$ cat config.mk
export PLATFORM = sky130hd
export DESIGN_NAME = npExchange
export DESIGN_NICKNAME = d
export VERILOG_FILES = /design/src/rtl/npExchPkg.sv /design/src/rtl/npCtrl.sv /design/src/rtl/npDatapath.sv /design/src/rtl/npExchange.sv
export SDC_FILE = /design/constraint.sdc
export NUM_CORES = 1
export LEC_CHECK = 0
export ABC_AREA = 1
export BUFFER_PORTS_ARGS = -buffer_cell sky130_fd_sc_hd__buf_2
export CORE_UTILIZATION = 30
export DETAILED_ROUTE_END_ITERATION = 10
export HOLD_SLACK_MARGIN = 0.15
export PLACE_DENSITY = 0.67
export SYNTH_ARGS = -nofsm -noshare
export SYNTH_HDL_FRONTEND = slang
export SYNTH_HIERARCHICAL = 1
export SYNTH_SLANG_ARGS = --single-unit
$ cat constraint.sdc
create_clock -name clk -period 1.7 [get_ports clk]
set_input_delay 0.34 -clock clk [delete_from_list [all_inputs] [get_ports clk]]
set_output_delay 0.34 -clock clk [all_outputs]
set_load 0.005 [all_outputs]
$ cat src/rtl/npExchPkg.sv
package npExchPkg;
  localparam int NP_POS   = 15;
  localparam int ACK_POS  = 14;
  localparam int MP_POS   = 13;
  localparam int ACK2_POS = 12;
  localparam int TGL_POS  = 11;
  localparam int MSG_W    = 11;
  localparam logic [MSG_W-1:0] NULL_CODE = 11'd1;

  typedef enum logic [2:0] {
    ST_IDLE,
    ST_SEND,
    ST_WAITRX,
    ST_WAITHOST,
    ST_FIN
  } npState_e;

  typedef struct packed {
    logic clearAll;
    logic initTgl;
    logic loadTx;
    logic txNull;
    logic captureRx;
    logic clearRx;
  } npStrobe_t;
endpackage

$ cat src/rtl/npCtrl.sv
module npCtrl
  import npExchPkg::*;
(
  input  logic      clk,
  input  logic      rst,
  input  logic      restart,
  input  logic      startIn,
  input  logic      remoteNpIn,
  input  logic      hostTxReq,
  input  logic      hostRxAck,
  input  logic      lineRxValid,
  input  logic      localLast,
  input  logic      partnerLast,
  output npStrobe_t strobe,
  output logic      doneOut
);
  npState_e state, stateNext;

  always_ff @(posedge clk) begin
    if (rst || restart) state <= ST_IDLE;
    else                state <= stateNext;
  end

  always_comb begin
    stateNext = state;
    strobe    = '0;
    strobe.clearAll = rst || restart;
    if (!(rst || restart)) begin
      case (state)
        ST_IDLE: begin
          if (startIn) begin
            strobe.initTgl = 1'b1;
            stateNext = (hostTxReq || remoteNpIn) ? ST_SEND : ST_FIN;
          end
        end
        ST_SEND: begin
          strobe.loadTx = 1'b1;
          strobe.txNull = !hostTxReq;
          stateNext     = ST_WAITRX;
        end
        ST_WAITRX: begin
          if (lineRxValid) begin
            strobe.captureRx = 1'b1;
            stateNext        = ST_WAITHOST;
          end
        end
        ST_WAITHOST: begin
          if (hostRxAck) begin
            strobe.clearRx = 1'b1;
            stateNext = (localLast && partnerLast) ? ST_FIN : ST_SEND;
          end
        end
        ST_FIN:  stateNext = ST_IDLE;
        default: stateNext = ST_IDLE;
      endcase
    end
  end

  assign doneOut = (state == ST_FIN);
endmodule

$ cat src/rtl/npDatapath.sv
module npDatapath
  import npExchPkg::*;
#(
  parameter int WORD_W = 48
) (
  input  logic              clk,
  input  npStrobe_t         strobe,
  input  logic              baseTgl,
  input  logic [WORD_W-1:0] hostTxWord,
  input  logic [WORD_W-1:0] lineRxWord,
  output logic [WORD_W-1:0] lineTxWord,
  output logic              lineTxValid,
  output logic              hostTxAck,
  output logic [WORD_W-1:0] hostRxWord,
  output logic              hostRxValid,
  output logic              localLast,
  output logic              partnerLast
);
  logic              tgl;
  logic              firstPage;
  logic [WORD_W-1:0] txBuilt;

  always_comb begin
    if (strobe.txNull) begin
      txBuilt                = '0;
      txBuilt[MSG_W-1:0]     = NULL_CODE;
      txBuilt[MP_POS]        = 1'b1;
      txBuilt[NP_POS]        = 1'b0;
    end else begin
      txBuilt                = hostTxWord;
      txBuilt[NP_POS]        = 1'b1;
    end
    txBuilt[ACK_POS]  = !firstPage;
    txBuilt[ACK2_POS] = 1'b0;
    txBuilt[TGL_POS]  = tgl;
  end

  always_ff @(posedge clk) begin
    if (strobe.clearAll) begin
      tgl         <= 1'b0;
      firstPage   <= 1'b1;
      lineTxWord  <= '0;
      lineTxValid <= 1'b0;
      hostTxAck   <= 1'b0;
      hostRxWord  <= '0;
      hostRxValid <= 1'b0;
      localLast   <= 1'b0;
      partnerLast <= 1'b0;
    end else begin
      lineTxValid <= 1'b0;
      hostTxAck   <= 1'b0;
      if (strobe.initTgl) begin
        tgl         <= !baseTgl;
        firstPage   <= 1'b1;
        localLast   <= 1'b0;
        partnerLast <= 1'b0;
      end
      if (strobe.loadTx) begin
        lineTxWord  <= txBuilt;
        lineTxValid <= 1'b1;
        hostTxAck   <= !strobe.txNull;
        tgl         <= !tgl;
        firstPage   <= 1'b0;
        localLast   <= strobe.txNull;
      end
      if (strobe.captureRx) begin
        hostRxWord  <= lineRxWord;
        hostRxValid <= 1'b1;
        partnerLast <= !lineRxWord[NP_POS];
      end
      if (strobe.clearRx) hostRxValid <= 1'b0;
    end
  end
endmodule

$ cat src/rtl/npExchange.sv
module npExchange
  import npExchPkg::*;
#(
  parameter int WORD_W = 48
) (
  input  logic              clk,
  input  logic              rst,
  input  logic              restart,
  input  logic              startIn,
  input  logic              baseTgl,
  input  logic              remoteNpIn,
  input  logic              hostTxReq,
  input  logic [WORD_W-1:0] hostTxWord,
  output logic              hostTxAck,
  output logic [WORD_W-1:0] hostRxWord,
  output logic              hostRxValid,
  input  logic              hostRxAck,
  output logic [WORD_W-1:0] lineTxWord,
  output logic              lineTxValid,
  input  logic [WORD_W-1:0] lineRxWord,
  input  logic              lineRxValid,
  output logic              doneOut
);
  npStrobe_t strobe;
  logic      localLast;
  logic      partnerLast;

  npCtrl i_ctrl (
    .clk         (clk),
    .rst         (rst),
    .restart     (restart),
    .startIn     (startIn),
    .remoteNpIn  (remoteNpIn),
    .hostTxReq   (hostTxReq),
    .hostRxAck   (hostRxAck),
    .lineRxValid (lineRxValid),
    .localLast   (localLast),
    .partnerLast (partnerLast),
    .strobe      (strobe),
    .doneOut     (doneOut)
  );

  npDatapath #(.WORD_W(WORD_W)) i_dp (
    .clk         (clk),
    .strobe      (strobe),
    .baseTgl     (baseTgl),
    .hostTxWord  (hostTxWord),
    .lineRxWord  (lineRxWord),
    .lineTxWord  (lineTxWord),
    .lineTxValid (lineTxValid),
    .hostTxAck   (hostTxAck),
    .hostRxWord  (hostRxWord),
    .hostRxValid (hostRxValid),
    .localLast   (localLast),
    .partnerLast (partnerLast)
  );
endmodule

After elaboration in Yosys (flattened, before gate mapping)
Index checks and enable logic that the tools add are counted.
{"block": "op_classes", "bitwise": 1, "eq_ne": 7, "n_reduce_logical": 15, "n_mux": 23}
{"operator": "48-bit 2-to-1 mux", "count": 1}
{"operator": "3-bit 2-to-1 mux", "count": 5}
{"operator": "1-bit 2-to-1 mux", "count": 14}
{"operator": "3-bit case mux with 4 select lines", "count": 1}
{"operator": "3-bit by 2-bit == test with 1-bit output, second input constant", "count": 2}
{"operator": "1-bit logical NOT", "count": 6}
{"operator": "2-bit != test, second input constant", "count": 3}
{"operator": "5-bit 2-to-1 mux", "count": 1}
{"operator": "2-bit nonzero test", "count": 2}
{"operator": "2-bit OR reduction", "count": 2}
{"operator": "3-bit by 1-bit == test with 1-bit output, second input constant", "count": 1}
{"operator": "3-bit == test, second input constant", "count": 1}
{"operator": "3-bit logical NOT", "count": 1}
{"operator": "3-bit AND reduction", "count": 1}
{"operator": "1-bit logical OR", "count": 2}
{"operator": "2-bit 2-to-1 mux", "count": 1}
{"operator": "1-bit logical AND", "count": 1}
{"operator": "1-bit inverter", "count": 1}
{"block": "totals", "inputBits": 105, "reg_bits": 105}

Depth between registers and ports, before layout
Gate-level depths: netlist of the first run.
{"block": "depth", "word_depth": 5, "depth_mapped": 10, "depth_no_buf": 9}

Hierarchy
Netlist of the first run, hierarchy kept.
{"mod": "npDatapath", "area_each_um2": 3573.4, "n_inst": 1, "cells_per_inst": 442}
{"mod": "npCtrl", "area_each_um2": 251.5, "n_inst": 1, "cells_per_inst": 45}

Worst setup path after synthesis of the first run
OpenSTA, ideal clock, no wires.
{"block": "synth_path", "path_type": "input port to flip-flop", "from": "input restart", "to": "register i_dp.lineTxWord[10]", "path_stages": 7, "n_path_buf": 1, "path_slack_ns": 0.029, "required_ns": 1.568, "setup_ns": 0.132, "t_arrival_ns": 1.539, "cell_sequence": "nor2_1 -> inv_1 -> nor3_1 -> nor2_8 -> buf_6 -> nand2_1 -> a21oi_1"}
{"element": "from (decl)", "line": "npExchange.sv:8", "text": "input logic restart,"}
{"element": "to (signal assigned)", "line": "npDatapath.sv:59", "text": "lineTxWord <= txBuilt;"}
{"element": "to (decl)", "line": "npDatapath.sv:11", "text": "output logic [WORD_W-1:0] lineTxWord,"}

==> results.sh, run 1 <==
export IMPL_status="complete, no violations"
export IMPL_gr_total_overflow=0
export IMPL_r2r_cells=9
export IMPL_p_total_mw=4.66
export IMPL_r2r_end="i_dp/lineTxWord[20]"
export IMPL_synth_compound_area_share_pct=13.2
export IMPL_worst_setup_path_start_kind="flop"
export IMPL_gp_congestion=0.784
export IMPL_clk_latency_ns=0.34
export IMPL_wl_um=10200
export IMPL_skew_ns=0.00410
export IMPL_hold_viol_final=0
export IMPL_cp_startpoint="i_ctrl/state[2]"
export IMPL_largest_register_ffs=48
export IMPL_cts_resized_gates=0
export IMPL_syn_nets=592
export IMPL_seq_area_frac_synth_pct=55.0
export IMPL_crit_end="i_dp/lineTxWord[20]"
export IMPL_cts_tree="built"
export IMPL_die_x_um=115
export IMPL_powerDensity_nw_per_um2=879
export IMPL_die_y_um=115
export IMPL_cts_root_buf="clkbuf_16"
export IMPL_pwr_share_clk_pct=40.7
export IMPL_synth_cells=487
export IMPL_cts_clk_slew_worst_paths_ns=0.07
export IMPL_seqPwrFrac_pct=53.3
export IMPL_leakage_nw=2.62
export IMPL_cts_sinks=105
export IMPL_rsz0062_at_grt="no"
export IMPL_ant_nets=0
export IMPL_synth_adder_area_share_pct=0
export IMPL_path_max_fanout=14
export IMPL_grt_start_max_net_pins=49
export IMPL_vias_per_cell=4.33
export IMPL_hold_start="hostTxWord[47]"
export IMPL_yosys_area_share_simple_pct=24.2
export IMPL_top_register="i_dp/hostRxWord"
export IMPL_antenna_found_initial=0
export IMPL_pwr_share_comb_pct=6.0
export IMPL_min_period_ns=1.49
export IMPL_drv_slew=0
export IMPL_reg_largest_list="i_dp/hostRxWord: 48 flops, i_dp/lineTxWord: 47 flops, i_ctrl/state: 3 flops"
export IMPL_r2r_setup_slack_ns=0.21
export IMPL_synth_xor_area_share_pct=0
export IMPL_dp_hpwl_um=7260
export IMPL_nFillCells=1286
export IMPL_cts_max_path_buffers=2
export IMPL_std_cell_rows=40
export IMPL_vias=3713
export IMPL_drt_pass1_iter_count=4
export IMPL_postCtsSetupRepairBufs=0
export IMPL_die_area_um2=13200
export IMPL_core_um2=12200
export IMPL_synthMuxAreaShare_pct=0
export IMPL_fin_nets=791
export IMPL_post_route_drc_count=0
export IMPL_tns_ns=0
export IMPL_setup_violations=0
export IMPL_pin_count=205
export IMPL_finalCritPeriodShare_pct=87.6
export IMPL_grt_pass1_vias=3374
export IMPL_grt_pass1_wl_um=15800
export IMPL_cp_end_kind="flop"
export IMPL_cts_buffers=9
export IMPL_wire_per_inst_um=11.9
export IMPL_cp_arrival_ns=1.76
export IMPL_synth_seq_cells=105
export IMPL_required_ns=1.97
export IMPL_grt_usage_pct=15.6
export IMPL_cap_violations=0
export IMPL_crit_type="flop to flop"
export IMPL_place_port_buffers=199
export IMPL_synth_distinct_cells=23
export IMPL_synth_top_family_by_area="simple AND/OR/NAND/NOR gates"
export IMPL_reg2reg_from="i_ctrl/state[2]"
export IMPL_initial_core_util_pct=31.3
export IMPL_drt_iter0_drc=211
export IMPL_drive_above_1_share_pct=35.5
export IMPL_yosys_warnings=6
export IMPL_avgSynthCellArea_um2=7.85
export IMPL_internal_power_mw=3.63
export IMPL_swShare_pct=22.2
export IMPL_ir_worst_vdd_mv=0.347
export IMPL_antennaDiodeCount=0
export IMPL_power_switching_mw=1.03
export IMPL_area_growth_pct=38.6
export IMPL_hold_buffers=0
export IMPL_synth_area_um2=3820
export IMPL_fmax_mhz=671
export IMPL_hold_path_class="input port to flop"
export IMPL_h_tree_depth=3
-- layer usage --
| layer | share of wire, % | vias up | track usage, % | wire (um) |
|---|---|---|---|---|
| li1 | - | 1940 | - | - |
| met1 | 45 | 1601 | 18.1 | 4650 |
| met2 | 43 | 160 | 25.7 | 4370 |
| met3 | 9.9 | 12 | 5.43 | 1010 |
| met4 | 1.9 | 0 | 7.79 | 195 |
| met5 | 0 | - | 0 | 0 |
-- placed cells by master (no fill, tap or decap) --
master       n
clkbuf_8     1
inv_1       14
inv_2        2
nand3b_1     1
o21ai_1      6
o21ai_0     47
clkbuf_16    9
buf_2      199
o22ai_1      1
nor2_2       3
a21oi_1     47
nor3_1       7
nand2_1    101
dfxtp_1    105
nor2_8       1
inv_6        1
conb_1       1
nand2_2      1
nor3_2       1
buf_4       16
nor2_1     106
nor2_4       1
buf_12       5
clkbuf_1     1
nand3_1      8
or2_2        1
clkinv_2     4
-- critical path: stages, from the launching register on --
cell and delay, ns:
dfxtp_1 0.34, inv_1 0.13, nand3_1 0.13, nor2_1 0.12, buf_4 0.14, inv_6 0.04, nor2_8 0.11, buf_4 0.21
nand2_1 0.07, a21oi_1 0.13
-- cell usage after synthesis (all sizes together) --
master	number	area, um^2
nor2	111	448
inv	17	68.8
clkbuf	11	41.3
a21oi	47	235
nand3b	1	7.51
or2	1	6.26
nor3	8	40.0
conb	1	3.75
nand3	8	40.0
buf	21	175
dfxtp	105	2100
nand2	102	385
o21ai	53	265
o22ai	1	6.26
-- power groups by stage --
stage               Combinational [mW]  Sequential (mW)  Clock (mW)
finish                           0.279             2.48        1.90
global route                     0.310             2.48        2.07
CTS                              0.285             2.48        1.97
detailed placement               0.283             2.54           0
global placement                 0.283             2.54           0
floorplan                        0.118             2.54           0
-- area by class of cell --
type	count	area, um^2	area share [%]
Inverter	17	68.8	1.30
Clock buffer	11	243	4.58
Timing Repair Buffer	220	1220	22.9
Multi-Input combinational cell	333	1440	27.2
Tap cell	168	210	3.96
Sequential cell	105	2100	39.6
Clock inverter	4	20.0	0.378
-- worst min-delay path by stage --
stage	to	slack, ns	cells after the start
after global routing	i_dp/lineTxWord[13]	0.20	3
after detailed placement	i_dp/lineTxWord[14]	0.42	1
after global placement	i_dp/lineTxWord[14]	0.42	1
final	i_dp/lineTxWord[47]	0.19	3
after floorplan	i_dp/lineTxWord[14]	0.40	1
after CTS	i_dp/lineTxWord[47]	0.17	3
-- logic make-up (layout without fill, tap and decap cells) --
| kind of cell | after synthesis | in the layout |
|---|---|---|
| flops | 105 | 105 |
| simple gates | 231 | 231 |
| buf+inv | 49 | 252 |
| compound gates | 101 | 101 |
| other cells | 1 | 1 |
-- stage by stage --
| stage | setup WS (ns) | instances | util [%] | hold slack (ns) | area, um^2 |
|---|---|---|---|---|---|
| 5_1_grt | 0.0364 | 858 | 43.4 | 0.202 | 5300 |
| 6_report | 0.210 | 858 | 43.4 | 0.189 | 5300 |
| 3_3_place_gp | 0.0505 | 843 | 41.3 | 0.423 | 5040 |
| 2_1_floorplan | 0.0286 | 487 | - | 0.404 | 3820 |
| 4_1_cts | 0.182 | 858 | 43.4 | 0.172 | 5300 |
| 3_5_place_dp | 0.0189 | 843 | 41.3 | 0.423 | 5040 |
(Power assumes the default switching activity.)
==> run 2: changes to the inputs <==
- BUFFER_PORTS_ARGS: -buffer_cell sky130_fd_sc_hd__buf_2 -> not set
- CAP_MARGIN: not set -> 20
- DONT_BUFFER_PORTS: not set -> 1
- PLACE_DENSITY: 0.67 -> 0.52
==> run 2 against run 1 <==
  * Die area stayed put
  * Final cell count fell by 12%
  * Sequential power hardly changed
  * Worst hold slack worse by 0.017 ns
  * Fmax shrank 4.0%
  * Global-route usage up 0.15 points
  * Sequential share of layout area up 0.42 points
  * Sequential cell count is the same
  * Critical path type unchanged
  * Largest cell class unchanged
  * Largest power group unchanged
==> results.sh, run 2 (synthesis gave the netlist of run 1 again) <==
export IMPL_pin_count=205
export IMPL_r2r_end="i_dp/lineTxWord[19]"
export IMPL_setup_violations=0
export IMPL_status="complete, no violations"
export IMPL_nFillCells=1185
export IMPL_power_switching_mw=1.02
export IMPL_r2r_cells=8
export IMPL_pwr_share_clk_pct=42.1
export IMPL_worst_setup_path_start_kind="flop"
export IMPL_place_port_buffers=0
export IMPL_pwr_share_comb_pct=6.7
export IMPL_area_growth_pct=37.2
export IMPL_gr_total_overflow=0
export IMPL_post_route_drc_count=0
export IMPL_powerDensity_nw_per_um2=927
export IMPL_die_x_um=115
export IMPL_holdPathEnd="i_dp/hostRxWord[32]"
export IMPL_path_max_fanout=27
export IMPL_crit_slowest_cell="dfxtp_1"
export IMPL_vias_per_cell=4.55
export IMPL_reg2reg_from="i_ctrl/state[2]"
export IMPL_setup_ws_ns=0.148
export IMPL_cts_buffers=9
export IMPL_h_tree_depth=3
export IMPL_final_common_cell="nor2_1"
export IMPL_fin_nets=683
export IMPL_skew_ns=0.00334
export IMPL_hold_viol_final=0
export IMPL_cts_max_path_buffers=2
export IMPL_fmax_mhz=645
export IMPL_cts_root_buf="clkbuf_16"
export IMPL_vias=3425
export IMPL_ir_worst_vdd_mv=0.514
export IMPL_drt_pass1_iter_count=5
export IMPL_cts_tree="built"
export IMPL_grt_pass1_wl_um=15900
export IMPL_swShare_pct=20.9
export IMPL_ant_nets=0
export IMPL_std_cell_rows=40
export IMPL_crit_type="flop to flop"
export IMPL_drv_slew=0
export IMPL_hold_start="lineRxWord[32]"
export IMPL_internal_power_mw=3.85
export IMPL_gp_congestion=0.738
export IMPL_whs_path_depth=2
export IMPL_place_area_um2=4050
export IMPL_cp_cell_sequence="inv_1 -> nand3_1 -> nor2_1 -> buf_4 -> inv_6 -> buf_4 -> nand2_1 -> a21oi_1"
export IMPL_cts_sinks=105
export IMPL_wire_per_inst_um=14.0
export IMPL_reg_largest_list="i_dp/hostRxWord: 48 flops, i_dp/lineTxWord: 47 flops, i_ctrl/state: 3 flops"
export IMPL_grt_pass1_vias=3419
export IMPL_dp_slack_ns=-0.101
export IMPL_die_y_um=115
export IMPL_required_ns=1.97
export IMPL_finalCritPeriodShare_pct=91.3
export IMPL_core_um2=12200
export IMPL_crit_top_cell="buf_4"
export IMPL_stdcell_count=752
export IMPL_dp_hpwl_um=6580
export IMPL_layout_common_cells="106 x nor2_1, 105 x dfxtp_1, 101 x nand2_1"
export IMPL_cp_end_kind="flop"
export IMPL_fin_area_um2=5250
export IMPL_worst_path_buf_inv=4
export IMPL_clk_latency_ns=0.34
export IMPL_p_total_mw=4.86
export IMPL_rsz0062_at_grt="no"
export IMPL_cap_violations=0
export IMPL_drt_iter0_drc=148
export IMPL_cts_clk_slew_worst_paths_ns=0.07
export IMPL_seqPwrFrac_pct=51.1
export IMPL_cp_arrival_ns=1.82
export IMPL_die_area_um2=13200
export IMPL_r2r_setup_slack_ns=0.15
export IMPL_drive_above_1_share_pct=8.40
export IMPL_crit_family="buffers and inverters"
export IMPL_cp_slowest_stage_delay_ns=0.37
export IMPL_min_period_ns=1.55
export IMPL_hold_path_class="input port to flop"
export IMPL_grt_start_max_net_pins=41
export IMPL_leakage_nw=2.04
export IMPL_postCtsSetupRepairBufs=0
export IMPL_antenna_found_initial=1
export IMPL_grt_usage_pct=15.8
export IMPL_initial_core_util_pct=31.3
export IMPL_dp_cells=646
export IMPL_top_register="i_dp/hostRxWord"
export IMPL_wl_um=10500
export IMPL_largest_register_ffs=48
-- run 2: cell count changes in the layout (fill, tap and decap cells not counted), moves of 2 or more --
cell and delta:
clkinvlp_4 +3, clkinv_2 -4, dlygate4sd3_1 +89, buf_4 +2
buf_2 -199
-- run 2: what timing repair did --
item | 4_1_cts | 5_1_grt
endpoints found under the hold margin | 89 | 0
setup endpoints to repair | 0 | 2
resized for setup | 0 | 2
hold buffers | 89 | 0
-- run 2: stage by stage --
step | TNS (ns) | hold slack [ns] | util, %
3_5_place_dp | -2.11 | 0.419 | 33.1
3_3_place_gp | -0.0473 | 0.416 | 33.1
4_1_cts | 0 | 0.157 | 42.9
2_1_floorplan | 0 | 0.404 | -
6_report | 0 | 0.172 | 43.0
5_1_grt | 0 | 0.159 | 43.0
-- run 2: power by group through the flow --
| stage | Combinational, mW | Sequential (mW) | Clock (mW) |
|---|---|---|---|
| 2_1_floorplan | 0.118 | 2.54 | 0 |
| 3_3_place_gp | 0.156 | 2.54 | 0 |
| 3_5_place_dp | 0.160 | 2.54 | 0 |
| 4_1_cts | 0.324 | 2.48 | 2.15 |
| 5_1_grt | 0.358 | 2.49 | 2.25 |
| 6_report | 0.328 | 2.49 | 2.05 |
-- run 2: worst max path at each step --
stage / endpoint / start / cells past startpoint
after floorplan: i_dp/lineTxWord[10] / restart / 7
after global placement: i_dp/lineTxWord[47] / restart / 10
after detailed placement: i_dp/lineTxWord[47] / restart / 10
after CTS: i_dp/lineTxWord[47] / i_ctrl/state[2] / 10
after global routing: i_dp/lineTxWord[2] / i_ctrl/state[2] / 8
final: i_dp/lineTxWord[19] / i_ctrl/state[2] / 8
-- run 2: area by class of cell --
| cell class | instances | area [um^2] | share of cell area, % |
|---|---|---|---|
| diodes | 1 | 2.50 | 0.0477 |
| clock inverters | 4 | 52.6 | 1.00 |
| repair buffers | 112 | 1120 | 21.3 |
| flip-flops and latches | 105 | 2100 | 40.1 |
| clock buffers | 12 | 246 | 4.70 |
| well taps | 168 | 210 | 4.01 |
| multi-input cells | 333 | 1450 | 27.6 |
| inverters | 17 | 68.8 | 1.31 |
-- run 2: per-layer routing --
metal / GRT usage [%] / routed length, um
met4: 7.27 / 168
met5: 0 / 0
met1: 16.4 / 4090
met2: 28.4 / 5200
met3: 5.69 / 1050
